--- src/rtl/segPkg.sv ---
package segPkg;
  typedef struct packed {
    logic wrSel;
    logic wrBase;
    logic useDesc;
    logic wrIp;
    logic advIp;
    logic clrLive;
  } segStrobes_t;
endpackage

--- src/rtl/segCtrl.sv ---
module segCtrl
  import segPkg::*;
(
  input  logic        protMode,
  input  logic        loadReq,
  input  logic        jumpReq,
  input  logic        advReq,
  output segStrobes_t strobes
);
  logic anyLoad;

  always_comb begin
    anyLoad         = loadReq | jumpReq;
    strobes.wrSel   = anyLoad;
    strobes.wrBase  = anyLoad;
    strobes.useDesc = protMode;
    strobes.wrIp    = jumpReq;
    strobes.advIp   = advReq & ~anyLoad;
    strobes.clrLive = anyLoad;
  end
endmodule

--- src/rtl/segDatapath.sv ---
module segDatapath
  import segPkg::*;
#(
  parameter int SEL_W  = 16,
  parameter int BASE_W = 32,
  parameter int IP_W   = 16,
  parameter int STEP_W = 4,
  parameter int SHIFT  = 4,
  parameter logic [SEL_W-1:0]  RST_SEL  = 16'hF000,
  parameter logic [BASE_W-1:0] RST_BASE = 32'hFFFF0000,
  parameter logic [IP_W-1:0]   RST_IP   = 16'hFFF0
) (
  input  logic              clk,
  input  logic              rstN,
  input  segStrobes_t       strobes,
  input  logic [SEL_W-1:0]  selIn,
  input  logic [BASE_W-1:0] descBaseIn,
  input  logic [IP_W-1:0]   jumpIpIn,
  input  logic [STEP_W-1:0] advStep,
  output logic [SEL_W-1:0]  selOut,
  output logic [BASE_W-1:0] baseOut,
  output logic [IP_W-1:0]   ipOut,
  output logic [BASE_W-1:0] linAddr,
  output logic              resetBaseLive
);
  localparam int PAD_W  = BASE_W - SEL_W - SHIFT;
  localparam int STEP_PAD = IP_W - STEP_W;

  logic [BASE_W-1:0] realBase;
  logic [BASE_W-1:0] nextBase;
  logic [IP_W-1:0]   stepExt;
  logic [IP_W-1:0]   nextIp;

  always_comb begin
    realBase = {{PAD_W{1'b0}}, selIn, {SHIFT{1'b0}}};
    nextBase = strobes.useDesc ? descBaseIn : realBase;
    stepExt  = {{STEP_PAD{1'b0}}, advStep};
    if (strobes.wrIp)       nextIp = jumpIpIn;
    else if (strobes.advIp) nextIp = ipOut + stepExt;
    else                    nextIp = ipOut;
  end

  always_ff @(posedge clk or negedge rstN) begin
    if (!rstN) begin
      selOut        <= RST_SEL;
      baseOut       <= RST_BASE;
      ipOut         <= RST_IP;
      resetBaseLive <= 1'b1;
    end else begin
      if (strobes.wrSel)   selOut  <= selIn;
      if (strobes.wrBase)  baseOut <= nextBase;
      ipOut <= nextIp;
      if (strobes.clrLive) resetBaseLive <= 1'b0;
    end
  end

  assign linAddr = baseOut + BASE_W'(ipOut);
endmodule

--- src/rtl/segAddrGen.sv ---
module segAddrGen
  import segPkg::*;
#(
  parameter int SEL_W  = 16,
  parameter int BASE_W = 32,
  parameter int IP_W   = 16,
  parameter int STEP_W = 4
) (
  input  logic              clk,
  input  logic              rstN,
  input  logic              protMode,
  input  logic              loadReq,
  input  logic              jumpReq,
  input  logic              advReq,
  input  logic [SEL_W-1:0]  selIn,
  input  logic [BASE_W-1:0] descBaseIn,
  input  logic [IP_W-1:0]   jumpIpIn,
  input  logic [STEP_W-1:0] advStep,
  output logic [SEL_W-1:0]  selOut,
  output logic [BASE_W-1:0] baseOut,
  output logic [IP_W-1:0]   ipOut,
  output logic [BASE_W-1:0] linAddr,
  output logic              resetBaseLive
);
  segStrobes_t strobes;

  segCtrl u_ctrl (
    .protMode(protMode), .loadReq(loadReq), .jumpReq(jumpReq),
    .advReq(advReq), .strobes(strobes)
  );

  segDatapath #(
    .SEL_W(SEL_W), .BASE_W(BASE_W), .IP_W(IP_W), .STEP_W(STEP_W)
  ) u_dp (
    .clk(clk), .rstN(rstN), .strobes(strobes), .selIn(selIn),
    .descBaseIn(descBaseIn), .jumpIpIn(jumpIpIn), .advStep(advStep),
    .selOut(selOut), .baseOut(baseOut), .ipOut(ipOut),
    .linAddr(linAddr), .resetBaseLive(resetBaseLive)
  );
endmodule

--- config.mk ---
export PLATFORM = sky130hd
export DESIGN_NAME = segAddrGen
export DESIGN_NICKNAME = d
export VERILOG_FILES = /design/src/rtl/segPkg.sv /design/src/rtl/segCtrl.sv /design/src/rtl/segDatapath.sv /design/src/rtl/segAddrGen.sv
export SDC_FILE = /design/constraint.sdc
export NUM_CORES = 1
export LEC_CHECK = 0
export BUFFER_PORTS_ARGS = -buffer_cell sky130_fd_sc_hd__buf_2
export CAP_MARGIN = 20
export CORE_ASPECT_RATIO = 0.75
export CORE_MARGIN = 3
export CORE_UTILIZATION = 45
export CTS_CLUSTER_SIZE = 12
export DETAILED_ROUTE_END_ITERATION = 8
export GPL_ROUTABILITY_DRIVEN = 0
export PLACE_DENSITY = 0.75
export SYNTH_ARGS = -nofsm -noshare
export SYNTH_HDL_FRONTEND = slang
export SYNTH_SLANG_ARGS = --single-unit
--- constraint.sdc ---
create_clock -name clk -period 4.05 [get_ports clk]
set_clock_uncertainty 0.15 [all_clocks]
set_input_delay 0.2025 -clock clk [delete_from_list [all_inputs] [get_ports clk]]
set_output_delay 0.2025 -clock clk [all_outputs]
set_load 0.01 [all_outputs]
* Word level (Yosys, flattened, before mapping)
Cells that the tools add are included.
Storage, ports and cells: flip-flop bits (word level) 65, bits of input ports 74, output and inout port bits 97, logic and storage cells 13
Cells by class: add/subtract/negate cells 2, multiplexer cells 3, bitwise operators 3, reductions and logical operators 1
Operators by type and width (count):
- $add A32 B16 Y32 | 1
- $mux W16 | 2
- $mux W32 | 1
- $add A16 B4 Y16 | 1
- $reduce_bool A2 Y1 | 1
- $and A1 B1 Y1 | 1
- $not A1 Y1 | 1
- $or A1 B1 Y1 | 1

* Depth between registers and ports, before layout
depth after elaboration 5, mapped depth 7, mapped depth without buffers 7

* Cells and area by module
From an unflattened synthesis, not the netlist that was laid out.
Second synthesis, totals: cells, all modules 424, area, all modules 4091.4 um^2
Modules (own cells, without submodules):
- segDatapath | times used 1, cells an instance 417, area each 4040.1 um^2, sequential area each 1667.8 um^2
- segCtrl | times used 1, cells an instance 7, area each 51.3 um^2, sequential area each 0.0 um^2

* Least setup slack after synthesis
Ideal clock, no wire load.
kind register to output, start point register u_dp.baseOut[0], end point output linAddr[14], arrival 2163 ps, data required time 3697 ps, setup slack 1534 ps, cell stages (with the launch flop) 8, path buffers 0, cells stage by stage dfrtp_1 > ha_1 > fa_1 > a21o_1 > a221o_1 > a31oi_1 > o31ai_1 > xor2_1
Between the ends: longest elaborated chain between the ends 1
RTL lines:
- start: declaration | RTL line segDatapath.sv:21 | output logic [BASE_W-1:0] baseOut,
- start signal: assignment | RTL line segDatapath.sv:51 | if (strobes.wrBase) baseOut <= nextBase;
- $add A32 B16 Y32 | RTL line segDatapath.sv:57 | assign linAddr = baseOut + BASE_W'(ipOut);
- end: declaration | RTL line segAddrGen.sv:22 | output logic [BASE_W-1:0] linAddr,
No other way between the ends.

* Worst setup path in the final report
start point register u_dp.ipOut[6], end point output linAddr[23]
Between the ends: longest elaborated chain between the ends 1
RTL lines:
- start: declaration | RTL line segDatapath.sv:22 | output logic [IP_W-1:0] ipOut,
- start signal: assignment | RTL line segDatapath.sv:52 | ipOut <= nextIp;
- $add A32 B16 Y32 | RTL line segDatapath.sv:57
No other way between the ends.

==> run summary <==
status: completed
nets: 782
Synth Flop Type: dfstp_2
Num CTS Buffers: 9
initial antenna violation count: 0
CP endpoint kind: primary output
register area: 1668 sq um
Pre-Repair DR Iteration Count: 5
clk buf depth: 2
# DRC: 0
CORE AREA: 9234 sq um
cell leakage power: 2.877 nW
number of DRC markers in iteration 0: 303
Clock Sink Count: 65
multi-input logic area: 2562 sq um
worst vdd ir: 0.2562 mV
# port buffers: 170
Setup CP Type: reg2out
IO Pins: 171
Mapped Nets: 572
Netlist cell types: 55
die height: 91.07 microns
met2 wire len: 6332 microns
crit path time final: 3205 ps
post-CTS sizing: 0
pwr dens: 388.8 nW/um^2
data required time of the critical path: 3700 ps
share of the synthesized area in the top cell type: 19.97%
gr usage total: 25.54%
worst-path fanout max: 7
hpwl dp: 9753 microns
commonest non-fill, non-tap cell in the layout: buf_2
Final period util: 79.13%
maxcap violations: 0
mapped cell area: 4342 sq um
Final Power: 2.369 mW
vias in the first global route: 4,400
Final Max Slew Viols: 0
largest net degree at the start of global routing: 48
Worst Tran Pin Value: 1022 ps
RSZ-0062 raised after global routing: false
Initial Util: 47.02%
most frequent cells in the layout: buf_2 (170), nand2_1 (81), o21ai_0 (50)
TritonCTS clock tree: done
Post-Syn Area per Cell: 9.121 sq um
HP Class: in2reg
synth warn: 0
area grow syn2layout: 40.32%
vias after detailed routing: 4,437
Gate Count Post-Synth: 476
Via density: 5.418
met3 WL: 907 microns
CTS root buffer: clkbuf_16
Setup TNS: 0 ps
Setup-failing EPs final: 0
DR WL/cell: 16.64 microns
first-pass GRT wire length: 22,210 microns
register area share after synthesis: 38.41%
Filler cells: 787
Antenna Nets Post-Route: 0
area leader, netlist: dfstp_2
Hold Fails Final Rpt: 0
Max Used Layer: met4
EDFF count, synth: 0
Max H-tree Level: 3
final wirelength: 13,630 microns
fmax: 312.0 MHz
asr flop ratio synth: 100.0%
largest cells by area after synthesis: dfstp_2 (20%), dfrtp_1 (18%), nand2_1 (7.0%)
clk_lat worst skew: 330 ps
Worst-path clk slew: 50 ps
total gr overflow: 0
std cell rows: 30
#FFs+latches synth: 65
Die ar.: 10,880 sq um
Post-Route M1 WL: 6153 microns
antenna cell count: 0
layout cell share with drive strength beyond 1: 35.89%
Max transition margin: 31.73%
die width: 119.4 microns
Crit path arrival time: 2850 ps
CP Launch Type: flip-flop
==> per-stage QoR <==
step	hold slack, ps	setup slack (ps)	std cells	instance area, sq um	utilization [%]
finish	25.09	845.2	819	6092	65.98
detailed placement	191.8	1222	754	5294	57.33
global placement	190.1	1302	754	5294	57.33
CTS	7.638	851.9	819	6092	65.98
floorplan	-243.1	1534	476	4342	-
global route	35.26	705.7	819	6092	65.98
==> layout make-up <==
cell class / count / share of cell area (%)
Clock buffer: 12 / 4.210
Clock inverter: 4 / 0.8421
Inverter: 8 / 0.4929
Multi-Input combinational cell: 380 / 42.06
Sequential cell: 65 / 27.38
Tap cell: 128 / 2.629
Timing Repair Buffer: 222 / 22.39
==> registers in the layout, indices dropped and copies added (netlist names) <==
signal and cells:
u_dp.baseOut 32, u_dp.ipOut 16, u_dp.selOut 16, u_dp.resetBaseLive 1
==> synthesized netlist by cell type, types with 8 or more instances <==
master and number:
a21oi_1 18, a31oi_1 11, and3_1 9, clkbuf_1 20
dfrtp_1 32, dfstp_2 33, ha_1 20, inv_1 8
mux2_2 16, mux2i_1 19, nand2_1 81, nand3_1 10
nand4_1 8, nor2_1 15, o21ai_0 50, xnor2_1 18
xor2_1 17
==> power breakdown <==
group          switching (mW)  internal [mW]
sequential             0.0787          0.731
clock                   0.289          0.511
combinational           0.429          0.330
==> cells by family (layout without fill, tap and decap cells) <==
family | Yosys count | count (layout) | synth area share [%]
and+or+nand+nor | 165 | 165 | 18.93
AOI/OAI and AO/OA | 123 | 123 | 17.64
DFF | 65 | 65 | 38.41
xor gates and xnor gates | 35 | 35 | 7.060
muxes | 35 | 35 | 8.530
buffers and inverters | 31 | 246 | 2.738
adders and majority gates | 22 | 22 | 6.686
==> worst paths after layout <==
path,startpoint,end,slack (ps),cells past startpoint
setup / recovery,u_dp.ipOut[6]$_DFFE_PN1P_,linAddr[23],850,7
hold / removal,descBaseIn[12],u_dp.baseOut[12]$_DFFE_PN0P_,30,3
setup reg to reg,u_dp.ipOut[0]$_DFFE_PN0P_,u_dp.ipOut[8]$_DFFE_PN1P_,1600,7
hold reg to reg,u_dp.resetBaseLive$_DFFE_PN1P_,u_dp.resetBaseLive$_DFFE_PN1P_,340,1
max in group asynchronous,rstN,u_dp.baseOut[17]$_DFFE_PN1P_,2460,3
min in group asynchronous,rstN,u_dp.ipOut[2]$_DFFE_PN0P_,350,2
==> critical path, cell delays in order, from the launching register on <==
cell,delay [ps]
dfstp_2,570
ha_1,320
a21oi_1,260
o211ai_1,170
a31oi_1,540
nor3_1,120
or3_1,390
buf_2,150
==> layer usage <==
metal  track usage (%)  vias to the layer above
li1                  -                     2154
met1             33.57                     2072
met2             41.56                      189
met3             6.413                       22
met4             8.008                        0
met5                 0                        -
==> what timing repair did <==
item                      4_1_cts  5_1_grt
hold buffers                   49        0
hold endpoints to repair       57        0
buffers inserted                0        0
(Power assumes the default switching activity.)
